$ cat src/rtl/alu8_pkg.sv
package alu8_pkg;

    localparam int DATA_W = 8;
    localparam int OP_W   = 5;
    localparam int SEL_W  = $clog2(DATA_W);

    typedef enum logic [OP_W-1:0] {
        OP_NOP = 5'd0,
        OP_ADD = 5'd1,
        OP_ADC = 5'd2,
        OP_SUB = 5'd3,
        OP_SBC = 5'd4,
        OP_CP  = 5'd5,
        OP_CPC = 5'd6,
        OP_INC = 5'd7,
        OP_DEC = 5'd8,
        OP_NEG = 5'd9,
        OP_AND = 5'd10,
        OP_OR  = 5'd11,
        OP_XOR = 5'd12,
        OP_COM = 5'd13,
        OP_CLR = 5'd14,
        OP_SER = 5'd15,
        OP_LSL = 5'd16,
        OP_BST = 5'd17,
        OP_BLD = 5'd18
    } alu_op_e;

    typedef struct packed {
        logic ie;
        logic t;
        logic h;
        logic s;
        logic v;
        logic n;
        logic z;
        logic c;
    } sreg_t;

endpackage

$ cat src/rtl/alu8_addsub.sv
module alu8_addsub #(
    parameter int WIDTH = 8
) (
    input  logic [WIDTH-1:0] x_i,
    input  logic [WIDTH-1:0] y_i,
    input  logic             cin_i,
    input  logic             sub_i,
    output logic [WIDTH-1:0] sum_o,
    output logic             c_o,
    output logic             h_o,
    output logic             v_o
);
    localparam int HALF = WIDTH / 2;

    logic [WIDTH-1:0] y_eff;
    logic             ci_eff;
    logic [WIDTH:0]   full;
    logic [HALF:0]    low;

    always_comb begin
        y_eff  = sub_i ? ~y_i : y_i;
        ci_eff = sub_i ? ~cin_i : cin_i;
        full   = {1'b0, x_i} + {1'b0, y_eff} + {{WIDTH{1'b0}}, ci_eff};
        low    = {1'b0, x_i[HALF-1:0]} + {1'b0, y_eff[HALF-1:0]} + {{HALF{1'b0}}, ci_eff};
        sum_o  = full[WIDTH-1:0];
        c_o    = sub_i ? ~full[WIDTH] : full[WIDTH];
        h_o    = sub_i ? ~low[HALF] : low[HALF];
        v_o    = (x_i[WIDTH-1] == y_eff[WIDTH-1]) && (full[WIDTH-1] != x_i[WIDTH-1]);
    end
endmodule

$ cat src/rtl/alu8_logic.sv
module alu8_logic
    import alu8_pkg::*;
#(
    parameter int WIDTH = DATA_W,
    parameter int SELW  = SEL_W
) (
    input  alu_op_e          op_i,
    input  logic [WIDTH-1:0] a_i,
    input  logic [WIDTH-1:0] b_i,
    input  logic [SELW-1:0]  sel_i,
    input  logic             t_i,
    output logic [WIDTH-1:0] res_o,
    output logic             bit_o
);
    logic [WIDTH-1:0] bld_val;

    generate
        for (genvar g = 0; g < WIDTH; g++) begin : g_bld
            assign bld_val[g] = (sel_i == SELW'(g)) ? t_i : a_i[g];
        end
    endgenerate

    assign bit_o = a_i[sel_i];

    always_comb begin
        unique case (op_i)
            OP_AND:  res_o = a_i & b_i;
            OP_OR:   res_o = a_i | b_i;
            OP_XOR:  res_o = a_i ^ b_i;
            OP_COM:  res_o = ~a_i;
            OP_CLR:  res_o = '0;
            OP_SER:  res_o = '1;
            OP_LSL:  res_o = {a_i[WIDTH-2:0], 1'b0};
            OP_BLD:  res_o = bld_val;
            default: res_o = a_i;
        endcase
    end
endmodule

$ cat src/rtl/alu8_status.sv
module alu8_status
    import alu8_pkg::*;
(
    input  logic         clk,
    input  logic         rst_n,
    input  logic [4:0]   op_i,
    input  logic [7:0]   a_i,
    input  logic [7:0]   b_i,
    input  logic [2:0]   bsel_i,
    input  logic         irq_take_i,
    input  logic         irq_ret_i,
    output logic [7:0]   result_o,
    output logic         wen_o,
    output logic [7:0]   status_o
);
    localparam int MSB  = DATA_W - 1;
    localparam int HBIT = DATA_W / 2 - 1;

    typedef struct packed {
        logic [DATA_W-1:0] res;
        logic              wen;
        sreg_t             st;
    } state_t;

    state_t  st_d, st_q;
    alu_op_e op;

    logic [DATA_W-1:0] as_x, as_y, as_sum, lg_res;
    logic              as_cin, as_sub, as_c, as_h, as_v, lg_bit;

    assign op = alu_op_e'(op_i);

    always_comb begin
        as_x   = a_i;
        as_y   = b_i;
        as_cin = 1'b0;
        as_sub = 1'b0;
        unique case (op)
            OP_ADC:         as_cin = st_q.st.c;
            OP_SUB, OP_CP:  as_sub = 1'b1;
            OP_SBC, OP_CPC: begin
                as_sub = 1'b1;
                as_cin = st_q.st.c;
            end
            OP_INC: as_y = DATA_W'(1);
            OP_DEC: begin
                as_y   = DATA_W'(1);
                as_sub = 1'b1;
            end
            OP_NEG: begin
                as_x   = '0;
                as_y   = a_i;
                as_sub = 1'b1;
            end
            default: ;
        endcase
    end

    alu8_addsub #(.WIDTH(DATA_W)) u_addsub (
        .x_i   (as_x),
        .y_i   (as_y),
        .cin_i (as_cin),
        .sub_i (as_sub),
        .sum_o (as_sum),
        .c_o   (as_c),
        .h_o   (as_h),
        .v_o   (as_v)
    );

    alu8_logic #(.WIDTH(DATA_W), .SELW(SEL_W)) u_logic (
        .op_i  (op),
        .a_i   (a_i),
        .b_i   (b_i),
        .sel_i (bsel_i),
        .t_i   (st_q.st.t),
        .res_o (lg_res),
        .bit_o (lg_bit)
    );

    always_comb begin
        st_d     = st_q;
        st_d.res = a_i;
        st_d.wen = 1'b0;
        unique case (op)
            OP_ADD, OP_ADC, OP_SUB, OP_NEG: begin
                st_d.res  = as_sum;
                st_d.wen  = 1'b1;
                st_d.st.c = as_c;
                st_d.st.h = as_h;
                st_d.st.v = as_v;
                st_d.st.n = as_sum[MSB];
                st_d.st.z = (as_sum == '0);
            end
            OP_SBC, OP_CPC, OP_CP: begin
                st_d.res  = as_sum;
                st_d.wen  = (op == OP_SBC);
                st_d.st.c = as_c;
                st_d.st.h = as_h;
                st_d.st.v = as_v;
                st_d.st.n = as_sum[MSB];
                st_d.st.z = (op == OP_CP) ? (as_sum == '0)
                                          : ((as_sum == '0) && st_q.st.z);
            end
            OP_INC, OP_DEC: begin
                st_d.res  = as_sum;
                st_d.wen  = 1'b1;
                st_d.st.v = as_v;
                st_d.st.n = as_sum[MSB];
                st_d.st.z = (as_sum == '0);
            end
            OP_AND, OP_OR, OP_XOR, OP_CLR, OP_COM: begin
                st_d.res  = lg_res;
                st_d.wen  = 1'b1;
                st_d.st.v = 1'b0;
                st_d.st.n = lg_res[MSB];
                st_d.st.z = (lg_res == '0);
                if (op == OP_COM) st_d.st.c = 1'b1;
            end
            OP_LSL: begin
                st_d.res  = lg_res;
                st_d.wen  = 1'b1;
                st_d.st.c = a_i[MSB];
                st_d.st.h = a_i[HBIT];
                st_d.st.n = lg_res[MSB];
                st_d.st.z = (lg_res == '0);
                st_d.st.v = lg_res[MSB] ^ a_i[MSB];
            end
            OP_SER, OP_BLD: begin
                st_d.res = lg_res;
                st_d.wen = 1'b1;
            end
            OP_BST: st_d.st.t = lg_bit;
            default: ;
        endcase
        st_d.st.s = st_d.st.n ^ st_d.st.v;
        if (irq_take_i)     st_d.st.ie = 1'b0;
        else if (irq_ret_i) st_d.st.ie = 1'b1;
    end

    always_ff @(posedge clk or negedge rst_n) begin
        if (!rst_n) st_q <= '0;
        else        st_q <= st_d;
    end

    assign result_o = st_q.res;
    assign wen_o    = st_q.wen;
    assign status_o = st_q.st;

    AST_SIGN_RULE: assert property (@(posedge clk) disable iff (!rst_n)
        st_q.st.s == (st_q.st.n ^ st_q.st.v));
    AST_CMP_NO_WRITE: assert property (@(posedge clk) disable iff (!rst_n)
        (op == OP_CP || op == OP_CPC) |=> !wen_o);
    AST_STICKY_ZERO: assert property (@(posedge clk) disable iff (!rst_n)
        ((op == OP_SBC || op == OP_CPC) && !st_q.st.z && !irq_take_i) |=> !status_o[1]);
    AST_INCDEC_KEEP_C: assert property (@(posedge clk) disable iff (!rst_n)
        (op == OP_INC || op == OP_DEC) |=> status_o[0] == $past(status_o[0]));
    AST_IRQ_CLEAR: assert property (@(posedge clk) disable iff (!rst_n)
        irq_take_i |=> !status_o[7]);
    AST_IRQ_SET: assert property (@(posedge clk) disable iff (!rst_n)
        (irq_ret_i && !irq_take_i) |=> status_o[7]);
    AST_NOP_HOLD: assert property (@(posedge clk) disable iff (!rst_n)
        (op == OP_NOP && !irq_take_i && !irq_ret_i) |=> $stable(status_o) && !wen_o);
endmodule

$ cat config.mk
export PLATFORM = sky130hd
export DESIGN_NAME = alu8_status
export DESIGN_NICKNAME = d
export VERILOG_FILES = /design/src/rtl/alu8_pkg.sv /design/src/rtl/alu8_addsub.sv /design/src/rtl/alu8_logic.sv /design/src/rtl/alu8_status.sv
export SDC_FILE = /design/constraint.sdc
export NUM_CORES = 1
export LEC_CHECK = 0
export ABC_AREA = 1
export CAP_MARGIN = 15
export CORE_MARGIN = 5
export CORE_UTILIZATION = 40
export DETAILED_ROUTE_END_ITERATION = 10
export GPL_TIMING_DRIVEN = 0
export SLEW_MARGIN = 0
export SYNTH_ARGS = -nofsm -noshare
export SYNTH_HDL_FRONTEND = slang
export SYNTH_SLANG_ARGS = --single-unit
$ cat constraint.sdc
create_clock -name clk -period 5.3 [get_ports clk]
set_clock_uncertainty 0.2 [all_clocks]
set_input_delay 0.795 -clock clk [delete_from_list [all_inputs] [get_ports clk]]
set_output_delay 0.795 -clock clk [all_outputs]
set_load 0.01 [all_outputs]
## After elaboration in Yosys (flattened, before gate mapping)

Cells that the tools add are included.

| cells by class | value |
|---|---|
| add/sub/neg operators | 4 |
| $lt $le $gt $ge | 1 |
| equality and inequality tests | 28 |
| multiplexer cells | 27 |
| bitwise logic cells | 10 |
| reductions and logical operators | 18 |

Operators with widths:

| cell | number |
|---|---|
| $pmux W8 S8 | 1 |
| $eq A5 B4 Y1 const B | 8 |
| $pmux W9 S3 | 1 |
| $eq A5 B3 Y1 const B | 4 |
| $mux W1 | 18 |
| $logic_not A8 Y1 | 2 |
| $mux W8 | 2 |
| $not A8 Y8 | 2 |
| $pmux W8 S2 | 1 |
| $eq A5 B5 Y1 const B | 3 |
| $eq A3 B3 Y1 const B | 4 |
| $pmux W3 S4 | 1 |
| $reduce_or A6 Y1 | 2 |
| $eq A5 B2 Y1 const B | 2 |
| $add A8 B8 Y9 | 1 |
| $add A9 B1 Y9 | 1 |
| $and A8 B8 Y8 | 1 |
| $or A8 B8 Y8 | 1 |
| $reduce_or A8 Y1 | 1 |
| $xor A8 B8 Y8 | 1 |
| $reduce_or A7 Y1 | 1 |
| $eq A3 B2 Y1 const B | 2 |
| $reduce_or A3 Y1 | 2 |
| $add A4 B4 Y5 | 1 |
| other kinds (20) | 25 |

| storage, ports and cells | value |
|---|---|
| register bits | 17 |
| input port bits | 28 |
| output and inout bits | 17 |

## Logic depth before layout (Yosys ltp)

| logic depth | value |
|---|---|
| depth in word-level cells | 12 |
| mapped depth | 23 |
| gate-level depth less buffers | 23 |

## Cells and area by module

A second synthesis with hierarchy kept.

| second synthesis, totals | value |
|---|---|
| cells, all modules | 475 |
| area, all modules | 2871.5 µm² |

By module, submodules not included:

| module | times used | cells each | area an instance (µm²) |
|---|---|---|---|
| alu8_status | 1 | 185 | 1218.7 |
| alu8_logic | 1 | 217 | 1151.1 |
| alu8_addsub | 1 | 73 | 501.7 |

## Least setup slack after synthesis

OpenSTA, ideal clock, no wires.

| path | value |
|---|---|
| path kind | input to register |
| start point | input op_i[4] |
| end point | register st_q (netlist bit status_o[1]) |
| setup time | 0.124 ns |
| arrival | 3.328 ns |
| data required time | 4.976 ns |
| slack | 1.647 ns |
| stages | 19 |
| path buffers | 1 |
| cell sequence | inv_2 nand2_1 nor2_2 nand2_4 clkbuf_1 o21ai_0 a21oi_1 xor2_1 fa_1 fa_1 inv_1 nand3_1 nand2_1 xor2_1 nor2_1 o21ai_0 nor2_1 nand4_1 nand3_1 |

| between the ends | value |
|---|---|
| cells in the longest elaborated chain, start to end | 11 |

Ends and longest elaborated chain:

| element | RTL line | source |
|---|---|---|
| from (decl) | alu8_status.sv:6 | `input logic [4:0] op_i,` |
| $eq A5 B3 Y1 or $eq A5 B4 Y1 (tied branches) | alu8_status.sv:38, alu8_status.sv:84 |  |
| $reduce_or A2 Y1 (no source line) | -- |  |
| $pmux W8 S2 | alu8_status.sv:38 | `unique case (op)` |
| $not A8 Y8 | alu8_addsub.sv:21 | `y_eff = sub_i ? ~y_i : y_i;` |
| $mux W8 | alu8_addsub.sv:21 |  |
| $add A8 B8 Y9 | alu8_addsub.sv:23 | `full = {1'b0, x_i} + {1'b0, y_eff} + {{WIDTH{1'b0}}, ci_eff};` |
| $add A9 B1 Y9 | alu8_addsub.sv:23 |  |
| $logic_not A8 Y1 | -- |  |
| $logic_and A1 B1 Y1 | alu8_status.sv:102 | `: ((as_sum == '0) && st_q.st.z);` |
| $mux W1 | alu8_status.sv:101 | `st_d.st.z = (op == OP_CP) ? (as_sum == '0)` |
| $pmux W3 S4 | alu8_status.sv:84 | `unique case (op)` |
| to (signal assigned) | alu8_status.sv:142 | `else st_q <= st_d;` |
| to (decl) | alu8_status.sv:25 | `state_t st_d, st_q;` |

Several ways; a longest one is shown, not always the timed one.
A chain may end at the register's enable or synchronous reset.

## Final worst setup path

Same ends and word-level chain as after synthesis.

==> flow_metrics.py <==
metrics = {
    "layout": {
        "post_route_cells_drive_above_1_share": 0.0578,
        "diodes": 0,
        "instances_no_fill": 544,
        "stdcell_area_um2": 3100,
        "fillers": 672,
        "final_util": 0.497,
        "area_delta_synth_final_pct": 22.6,
        "nNetsFinal": 521,
    },
    "clock_tree": {
        "postCtsSetupBuffers": 0,
        "htreeDepth": 1,
        "hold_buffers": 0,
        "path_clk_slew_ns": 0.07,
        "cts-buffers-inserted": 3,
        "clockBufferDepth": 2,
        "clockRootBuffer": "clkbuf_8",
        "cts_resized": 0,
        "clk_latency_ns": 0.26,
        "cts_tree": "done",
        "clock-sinks": 17,
    },
    "pwr": {
        "swShare": 0.418,
        "clkPwrFrac": 0.160,
        "power_leakage_nw": 1.60,
        "power.total_mw": 0.628,
        "peakVddDrop_mv": 0.123,
        "power_frac_comb": 0.566,
        "switching_power_mw": 0.263,
        "power.internal_mw": 0.366,
        "cellPowerDensity_nw_per_um2": 202,
        "seq_power_share": 0.274,
    },
    "timing": {
        "fmax_ghz": 0.224,
        "fin_crit_ns": 4.46,
        "setup_slack_ns": 0.838,
        "tns_ns": 0,
        "post-route-period-util": 0.842,
        "setup_violations": 0,
        "slew_headroom": 0.483,
        "finalHoldViolCount": 0,
        "slew_violations": 0,
        "rsz0062_at_grt": "no",
        "worst_pin_slew_ns": 0.774,
        "finalHoldWorstSlack_ns": 0.308,
    },
    "grt": {
        "grt_pass1_vias": 2713,
        "overflow": 0,
        "antenna_found_initial": 0,
        "grt_usage": 0.207,
        "grt_first_pass_wirelength_um": 12800,
        "grt_max_degree": 18,
    },
    "yosys": {
        "syn-instance-count": 420,
        "yosysMostFrequentCell": "nand2_1",
        "ys_top_cells_by_count": "nand2_1 (115), nor2_1 (61), inv_1 (53), nand3_1 (39), ha_1 (23)",
        "yosysWarnings": 0,
        "synth_ff_type": "dfrtp_1",
        "synth_cell_types": 33,
        "synth_compound_area_frac": 0.132,
        "syn_nets": 473,
        "synthDominantCellAreaShare": 0.170,
        "synth-simple-area-share": 0.426,
        "synth_area_leaders": "nand2_1 (17%), dfrtp_1 (17%), ha_1 (11%)",
        "synthAdderAreaFrac": 0.129,
        "synth_edf_count": 0,
        "async_reset_ff_frac": 1.00,
        "synth_xor_area_frac": 0.0484,
        "seq_area_frac_synth": 0.168,
        "synth_top_family_by_area": "simple AND/OR/NAND/NOR gates",
        "synth-seq-cells": 17,
        "muxShareOfSynthArea": 0,
        "syn_avg_cell_area_um2": 6.03,
        "synth_area_um2": 2530,
        "synth.largest_area_cell": "nand2_1",
    },
    "floorplan": {
        "pin_count": 45,
        "fp.dieArea_um2": 8020,
        "rows": 29,
        "chipHeight_um": 89.6,
        "start_util": 0.406,
        "core_area_um2": 6240,
        "die_w_um": 89.6,
    },
    "detailed_routing": {
        "ant_nets": 0,
        "avgRoutedWirePerCell_um": 14.5,
        "routed-via-count": 2870,
        "drt-initial-drc-count": 201,
        "routed_via_density": 5.28,
        "drc": 0,
        "wirelength_um": 7890,
        "firstDrtPassIters": 7,
    },
    "place": {
        "gp_congestion": 0.912,
        "dpl_cell_area_um2": 3060,
        "dp_hpwl_um": 6600,
        "place_ws_ns": 0.606,
        "io_buffers": 43,
        "placed_cells": 540,
    },
    "setup_path": {
        "cp-start-kind": "input port",
        "crit_path_end": "status_o[1]",
        "path_class": "input port to flip-flop",
        "crit_arrival_ns": 4.46,
        "cp_max_fo": 10,
        "r2r_cells": 13,
        "r2r_end": "status_o[1]",
        "end_kind": "flip-flop",
        "required_ns": 5.30,
        "r2r_start": "status_o[0]",
        "reg2reg_setup_slack_ns": 2.56,
        "crit_path_start": "op_i[4]",
    },
    "run": {
        "max-cap-violations": 0,
    },
    "hold_path": {
        "hold_path_class": "flip-flop to flip-flop",
    },
    "status": {
        "status": "finished clean",
    },
}
==> routing by layer <==
metal  vias up  share of wire  global-route usage
met5         -              0                   0
met1      1299           0.46               0.278
met4         0          0.019              0.0622
li1       1463              -                   -
met3        14          0.063              0.0219
met2        94           0.45               0.350
==> state kept, by name, indices dropped and copies added, names as in the netlist <==
signal	count
wen_o	1
result_o	8
status_o	8
==> worst min-delay path by stage <==
stage | slack, ns | start | endpoint | cells after the start
floorplan | 0.30 | rst_n | result_o[0] | 0
global placement | 0.28 | status_o[7] | status_o[7] | 2
detailed placement | 0.31 | status_o[7] | status_o[7] | 2
CTS | 0.33 | status_o[7] | status_o[7] | 2
global route | 0.36 | status_o[7] | status_o[7] | 2
finish | 0.31 | status_o[7] | status_o[7] | 2
==> critical path, cell delays in order <==
cell	delay, ns
clkdlybuf4s50_1	0.54
inv_2	0.19
nand2_1	0.08
nor2_2	0.23
nand2_4	0.10
clkbuf_1	0.23
o21ai_0	0.20
a21oi_1	0.07
xor2_1	0.17
fa_1	0.46
fa_1	0.42
inv_1	0.09
nand3_1	0.06
nand2_1	0.18
xor2_1	0.11
nor2_1	0.15
o21ai_0	0.11
nor2_1	0.09
nand4_1	0.08
nand3_1	0.09
==> logic make-up (layout without fill, tap and decap cells) <==
| kind of cell | count (synthesis) | in the layout |
|---|---|---|
| compound gates | 54 | 54 |
| buf+inv | 64 | 111 |
| fa+ha+maj | 25 | 25 |
| flops | 17 | 17 |
| xor+xnor | 14 | 14 |
| simple gates | 246 | 246 |
==> cell type report <==
class / instances / area (um2) / share of cell area
Clock buffer: 4 / 45.0 / 0.0145
Sequential cell: 17 / 425 / 0.137
Inverter: 61 / 229 / 0.0738
Timing Repair Buffer: 43 / 430 / 0.139
Multi-Input combinational cell: 339 / 1860 / 0.600
Tap cell: 77 / 96.3 / 0.0310
Buffer: 3 / 15.0 / 0.00484
==> power groups by stage <==
stage | logic (mW) | clock network (mW) | registers [mW]
global route | 0.399 | 0.109 | 0.175
global placement | 0.352 | 0 | 0.174
detailed placement | 0.356 | 0 | 0.175
finish | 0.356 | 0.101 | 0.172
CTS | 0.356 | 0.103 | 0.173
floorplan | 0.196 | 0 | 0.188
==> cells in the final DEF (no fill, tap or decap), drive strengths merged, types with 8 or more instances in the layout <==
cell type      instances
nand2                120
nor2                  67
inv                   58
clkdlybuf4s50         43
nand3                 41
ha                    23
a21oi                 18
dfrtp                 17
o21ai                 14
xor2                  12
o211ai                10
nand4                  9
o22ai                  8
(Power assumes the default switching activity.)
